==> config.mk <==
export PLATFORM = sky130hd
export DESIGN_NAME = pp_desc_seq
export DESIGN_NICKNAME = d
export VERILOG_FILES = /design/src/rtl/pp_desc_pkg.sv /design/src/rtl/pp_cfg_decode.sv /design/src/rtl/pp_ptr_track.sv /design/src/rtl/pp_pos_calc.sv /design/src/rtl/pp_desc_seq.sv
export SDC_FILE = /design/constraint.sdc
export NUM_CORES = 2
export LEC_CHECK = 0
export ABC_AREA = 0
export BUFFER_PORTS_ARGS = -buffer_cell sky130_fd_sc_hd__buf_2
export CAP_MARGIN = 0
export CELL_PAD_IN_SITES_DETAIL_PLACEMENT = 1
export CELL_PAD_IN_SITES_GLOBAL_PLACEMENT = 2
export CORE_UTILIZATION = 30
export DETAILED_ROUTE_END_ITERATION = 10
export HOLD_SLACK_MARGIN = 0.03
export PLACE_DENSITY_LB_ADDON = 0.1
export SLEW_MARGIN = 20
export SYNTH_ARGS = -nofsm -noshare
export SYNTH_HDL_FRONTEND = slang
export SYNTH_SLANG_ARGS = --single-unit
==> constraint.sdc <==
create_clock -name clk -period 13.59 [get_ports clk]
set_input_delay 3.3975 -clock clk [delete_from_list [all_inputs] [get_ports clk]]
set_output_delay 3.3975 -clock clk [all_outputs]
set_load 0.05 [all_outputs]
==> src/rtl/pp_desc_pkg.sv <==
package pp_desc_pkg;
  localparam int LINKS = 2;
  typedef enum logic [1:0] {
    XF_1B = 2'd0,
    XF_2B = 2'd1,
    XF_4B = 2'd2
  } xfer_e;
endpackage

==> src/rtl/pp_cfg_decode.sv <==
module pp_cfg_decode
  import pp_desc_pkg::*;
#(
  parameter int AW = 32,
  parameter int PW = 16,
  parameter int MIN_PERIOD = 512
) (
  input  logic [5:0]    sample_bits,
  input  logic [1:0]    chan_log2,
  input  logic          capture,
  input  logic [PW-1:0] periods,
  input  logic [AW-1:0] period,
  input  logic [AW-1:0] buf_bytes,
  output logic          ok,
  output xfer_e         xfer_code,
  output logic [1:0]    lane_off,
  output logic [2:0]    frame_shift,
  output logic [7:0]    bw_chunk
);
  logic          width_ok;
  logic [1:0]    size_log2;
  logic [AW-1:0] product;

  always_comb begin
    width_ok  = 1'b1;
    size_log2 = 2'd0;
    lane_off  = 2'd0;
    xfer_code = XF_1B;
    case (sample_bits)
      6'd8:  begin xfer_code = XF_1B; lane_off = 2'd3; size_log2 = 2'd0; end
      6'd16: begin xfer_code = XF_2B; lane_off = 2'd2; size_log2 = 2'd1; end
      6'd32: begin xfer_code = XF_4B; lane_off = 2'd0; size_log2 = 2'd2; end
      default: width_ok = 1'b0;
    endcase
  end

  assign product     = AW'(periods) * period;
  assign ok          = width_ok && (periods >= PW'(LINKS)) &&
                       (period >= AW'(MIN_PERIOD)) && (product == buf_bytes);
  assign frame_shift = {1'b0, size_log2} + {1'b0, chan_log2};
  assign bw_chunk    = (capture ? 8'd1 : 8'd2) << frame_shift;
endmodule

==> src/rtl/pp_ptr_track.sv <==
module pp_ptr_track #(
  parameter int AW = 32
) (
  input  logic          clk,
  input  logic          rst_n,
  input  logic          halt,
  input  logic          start,
  input  logic [AW-1:0] base,
  input  logic [AW-1:0] buf_end,
  input  logic [AW-1:0] period,
  input  logic          two_mode,
  input  logic          seg_done,
  input  logic          dw_ready,
  output logic          dw_valid,
  output logic          dw_idx,
  output logic [AW-1:0] dw_addr,
  output logic          tick,
  output logic          overrun
);
  logic          active, init, idx;
  logic [AW-1:0] next_ptr, ahead, wrapped, first;

  assign ahead   = next_ptr + period;
  assign wrapped = (ahead >= buf_end) ? base : ahead;
  assign first   = ((base + (period << 1)) >= buf_end) ? base : base + (period << 1);

  always_ff @(posedge clk or negedge rst_n) begin
    if (!rst_n) begin
      active <= 1'b0; init <= 1'b0; idx <= 1'b0;
      dw_valid <= 1'b0; dw_idx <= 1'b0; dw_addr <= '0;
      next_ptr <= '0; tick <= 1'b0; overrun <= 1'b0;
    end else begin
      tick <= 1'b0;
      if (halt) begin
        active <= 1'b0; init <= 1'b0; dw_valid <= 1'b0; overrun <= 1'b0;
      end else if (start) begin
        active <= 1'b1; init <= 1'b1; idx <= 1'b0;
        dw_valid <= 1'b1; dw_idx <= 1'b0; dw_addr <= base;
        next_ptr <= first;
      end else begin
        if (dw_valid && dw_ready) begin
          if (init && !dw_idx) begin
            dw_idx  <= 1'b1;
            dw_addr <= base + period;
          end else begin
            dw_valid <= 1'b0;
            init     <= 1'b0;
          end
        end
        if (seg_done && active) begin
          tick <= 1'b1;
          if (dw_valid && !dw_ready) overrun <= 1'b1;
          if (!two_mode) begin
            dw_valid <= 1'b1; dw_idx <= idx; dw_addr <= next_ptr;
            next_ptr <= wrapped; idx <= ~idx; init <= 1'b0;
          end
        end
      end
    end
  end
endmodule

==> src/rtl/pp_pos_calc.sv <==
module pp_pos_calc #(
  parameter int AW = 32
) (
  input  logic [AW-1:0] cur_addr,
  input  logic [AW-1:0] base,
  input  logic [AW-1:0] buf_bytes,
  input  logic [2:0]    frame_shift,
  output logic [AW-1:0] pos_frames
);
  logic [AW-1:0] raw, total;
  assign raw        = (cur_addr - base) >> frame_shift;
  assign total      = buf_bytes >> frame_shift;
  assign pos_frames = (raw == total) ? '0 : raw;
endmodule

==> src/rtl/pp_desc_seq.sv <==
module pp_desc_seq
  import pp_desc_pkg::*;
#(
  parameter int AW = 32,
  parameter int PW = 16,
  parameter int MIN_PERIOD = 512
) (
  input  logic          clk,
  input  logic          rst_n,
  input  logic          cfg_load,
  input  logic [AW-1:0] cfg_base,
  input  logic [AW-1:0] cfg_buf_bytes,
  input  logic [AW-1:0] cfg_period_bytes,
  input  logic [PW-1:0] cfg_periods,
  input  logic          cfg_capture,
  input  logic [5:0]    cfg_sample_bits,
  input  logic [1:0]    cfg_chan_log2,
  input  logic [AW-1:0] cfg_periph_base,
  output logic          cfg_err,
  output logic [1:0]    xfer_code,
  output logic [7:0]    bw_chunk,
  output logic [AW-1:0] periph_addr,
  input  logic          seg_done,
  output logic          period_tick,
  output logic          dw_valid,
  input  logic          dw_ready,
  output logic          dw_idx,
  output logic          dw_to_dst,
  output logic [AW-1:0] dw_addr,
  output logic [AW-1:0] dw_count,
  input  logic [AW-1:0] cur_addr,
  output logic [AW-1:0] pos_frames,
  output logic          overrun
);
  logic [AW-1:0] base_r, buf_r, end_r, period_r, periph_r;
  logic [PW-1:0] periods_r;
  logic          cap_r, load_q, cfg_ok, two_mode;
  logic [5:0]    sbits_r;
  logic [1:0]    chan_r, lane_off;
  logic [2:0]    frame_shift;
  xfer_e         code;

  always_ff @(posedge clk or negedge rst_n) begin
    if (!rst_n) begin
      base_r <= '0; buf_r <= '0; end_r <= '0; period_r <= '0; periph_r <= '0;
      periods_r <= '0; cap_r <= 1'b0; sbits_r <= '0; chan_r <= '0; load_q <= 1'b0;
    end else begin
      load_q <= cfg_load;
      if (cfg_load) begin
        base_r    <= cfg_base;
        buf_r     <= cfg_buf_bytes;
        end_r     <= cfg_base + cfg_buf_bytes;
        period_r  <= cfg_period_bytes;
        periods_r <= cfg_periods;
        cap_r     <= cfg_capture;
        sbits_r   <= cfg_sample_bits;
        chan_r    <= cfg_chan_log2;
        periph_r  <= cfg_periph_base;
      end
    end
  end

  pp_cfg_decode #(.AW(AW), .PW(PW), .MIN_PERIOD(MIN_PERIOD)) dec_i (
    .sample_bits(sbits_r), .chan_log2(chan_r), .capture(cap_r),
    .periods(periods_r), .period(period_r), .buf_bytes(buf_r),
    .ok(cfg_ok), .xfer_code(code), .lane_off(lane_off),
    .frame_shift(frame_shift), .bw_chunk(bw_chunk)
  );

  assign two_mode = (periods_r == PW'(LINKS));

  pp_ptr_track #(.AW(AW)) trk_i (
    .clk(clk), .rst_n(rst_n), .halt(cfg_load), .start(load_q && cfg_ok),
    .base(base_r), .buf_end(end_r), .period(period_r), .two_mode(two_mode),
    .seg_done(seg_done), .dw_ready(dw_ready), .dw_valid(dw_valid),
    .dw_idx(dw_idx), .dw_addr(dw_addr), .tick(period_tick), .overrun(overrun)
  );

  pp_pos_calc #(.AW(AW)) pos_i (
    .cur_addr(cur_addr), .base(base_r), .buf_bytes(buf_r),
    .frame_shift(frame_shift), .pos_frames(pos_frames)
  );

  assign cfg_err     = !cfg_ok;
  assign xfer_code   = code;
  assign periph_addr = periph_r + AW'(lane_off);
  assign dw_to_dst   = cap_r;
  assign dw_count    = period_r;
endmodule

==> out/qor.yml <==
clocking:
  cts-root-buf: "clkbuf_16"
  clk_pin_slew_ps: 60
  cts_buffer_depth: 3
  cts_resized: 0
  cts.sinks: 257
  cts_made_buffers: 39
  post_cts_buffers: 0
  hold_buffers: 0
  clk_latency_ps: 620
  htree_levels: 2
  cts_tree: "yes"
drt:
  drt_pass1_iterations: 6
  vias: 32938
  drc: 0
  routed_wl_microns: 154000
  drtAntennaViolNets: 0
  routedWlPerCell_microns: 25.1
  avgViaCountPerCell: 5.35
  drt_iter0_drc: 1907
cells_and_area:
  nFillCells: 14277
  fin_nets: 5297
  drive_gt1_frac: 0.148
  final_util: 0.344
  synthToLayoutAreaGrowth_pct: 13.3
  regArea_sq_mm: 0.00643
  multi_input_area_sq_mm: 0.0278
grt:
  grtUsageTotal: 0.252
  grt_max_degree: 147
  antenna_found_initial: 28
  grt_pass1_vias: 34946
  grt_first_pass_wirelength_microns: 232000
  overflow: 0
floorplanning:
  ios: 334
  rows: 127
  coreArea_sq_mm: 0.120
  die_x_microns: 350
  initial_core_util: 0.303
  dieArea_sq_mm: 0.123
  die_y_microns: 350
synthesis:
  syn_nets: 5071
  ys_types: 89
  synth_seq_cells: 257
  synth_warnings: 0
  synth_area_sq_mm: 0.0364
  ys_seq_area_frac: 0.177
  synth-main-ff-cell: "dfrtp_1"
  syn_inst: 4282
  avgSynthCellArea_sq_um: 8.51
  synth_edf_count: 0
  synthArstFlopShare: 1.00
sta:
  setup_viol: 0
  fmax_ghz: 0.0802
  finalCritPeriodShare: 0.917
  fin_tns_setup_ps: 0
  skew_ps: 43.5
  rsz0062_at_grt: "false"
  maxSlewViolCount: 0
  worst_pin_slew_ps: 1100
  slew_headroom: 0.262
  hold_violations: 0
  period_needed_ps: 12460
run_status:
  outcome: "finished clean"
setup_path:
  worstSetupPathType: "input pin to output pin"
  end_kind: "output pin"
  crit_fanout: 32
  crit_path_start_kind: "input pin"
  cp.required_ps: 10190
  arrival_ps: 9060
  r2r_slack_ps: 4550
placement:
  dp_hpwl_microns: 125000
  gp_congestion: 0.875
  io_buffers: 333
hold_path:
  hp-class: "flop to flop"
flow_run:
  max_cap_viol_count: 0
## routing by layer
| layer | part of all wire | vias to the layer above | global-route usage |
|---|---|---|---|
| li1 | - | 15342 | - |
| met5 | 0.00082 | - | 0 |
| met3 | 0.039 | 168 | 0.0306 |
| met4 | 0.023 | 20 | 0.0555 |
| met2 | 0.48 | 617 | 0.438 |
| met1 | 0.45 | 16791 | 0.332 |
## logic make-up after synthesis
logic type / Yosys count / synth area share
xor gates and xnor gates: 247 / 0.0606
DFF: 257 / 0.177
muxes: 216 / 0.0669
and+or+nand+nor: 1382 / 0.183
buffers and inverters: 581 / 0.0607
adders and majority gates: 599 / 0.270
AOI/OAI and AO/OA: 1000 / 0.182
## synth_stat cells (11+ instances only)
cell	count	share of area
nand2_1	500	0.052
inv_1	359	0.037
fa_1	311	0.17
ha_1	288	0.099
nor2_1	278	0.029
dfrtp_1	257	0.18
o21ai_0	226	0.031
a21oi_1	220	0.030
and2_1	208	0.036
clkbuf_1	196	0.020
xnor2_1	164	0.039
mux2_2	140	0.043
a21o_1	102	0.021
xor2_1	80	0.019
mux2i_1	68	0.019
nor3_1	64	0.0088
nand3_1	58	0.0080
a211oi_1	52	0.011
a31oi_1	49	0.0084
o21a_1	47	0.0097
and3_1	45	0.0077
nand4_1	43	0.0074
nor4_1	33	0.0057
nor2b_1	32	0.0055
o211ai_1	30	0.0062
a22oi_1	26	0.0054
nand2b_1	26	0.0045
or3_1	26	0.0045
o31ai_1	22	0.0045
o21bai_1	21	0.0043
or2_2	17	0.0029
o2111ai_1	16	0.0038
o22ai_1	16	0.0027
buf_1	15	0.0015
a2111oi_0	13	0.0031
and4_1	13	0.0031
o311ai_0	11	0.0026
## sequential cells by signal, summed over array words and instances, names as in the netlist, 2 cells and up
| signal | cells |
|---|---|
| periods_r | 16 |
| end_r | 32 |
| dw_count | 32 |
| buf_r | 32 |
| sbits_r | 6 |
| periph_r | 32 |
| trk_i.dw_addr | 32 |
| chan_r | 2 |
| trk_i.next_ptr | 32 |
| base_r | 32 |
## cell type report
| cell class | count | area share |
|---|---|---|
| well taps | 1612 | 0.0489 |
| clock buffers | 51 | 0.0267 |
| repair buffers | 405 | 0.0546 |
| inverters | 361 | 0.0328 |
| clock inverters | 19 | 0.00667 |
| multi-input cells | 3444 | 0.674 |
| diodes | 4 | 0.000242 |
| flip-flops and latches | 257 | 0.156 |
## layout by cell type (no fill, tap or decap), types with 64 or more instances in the layout
cell / count
xnor2_1: 164
a21oi_1: 220
inv_1: 359
buf_4: 70
xor2_1: 80
buf_2: 331
ha_1: 287
nor2_1: 278
nor3_1: 64
fa_1: 310
mux2_2: 140
nand2_1: 500
mux2i_1: 67
a21o_1: 102
o21ai_0: 226
and2_1: 208
dfrtp_1: 257
## worst max-delay path: stages
cell and delay [ps]:
buf_2 100, inv_1 60, ha_1 160, inv_1 50, fa_1 440, a211o_1 310, a21boi_0 550, nor4_1 200
or3_1 410, o31ai_1 570, xnor2_1 210, a21oi_1 340, a21oi_1 170, a2111oi_0 740, nand3_1 250, a2111oi_4 390
buf_4 360, a211oi_1 100, buf_2 250
## worst paths after layout
check | start | endpoint | cells after the start
min in group asynchronous | rst_n | periods_r[7] | 1
hold / removal | sbits_r[2] | sbits_r[2] | 1
hold reg to reg | sbits_r[2] | sbits_r[2] | 1
setup / recovery | cur_addr[0] | pos_frames[21] | 19
setup reg to reg | periods_r[11] | trk_i.next_ptr[29] | 24
max in group asynchronous | rst_n | chan_r[0] | 2
## metrics by stage
| step | setup WS [ps] | hold WS [ps] | instance area [sq um] | std cells |
|---|---|---|---|---|
| finish | 1130 | 504 | 41300 | 6153 |
| global route | 766 | 525 | 41300 | 6149 |
| CTS | 1160 | 510 | 41300 | 6149 |
| detailed placement | 1160 | 497 | 39900 | 6079 |
| global placement | 1310 | 489 | 39900 | 6079 |
| floorplan | 1900 | 464 | 36400 | 4282 |
Power is left out: the tool's default activity adds up to more than one toggle a clock period on the data nets, which glitch-free logic cannot reach.
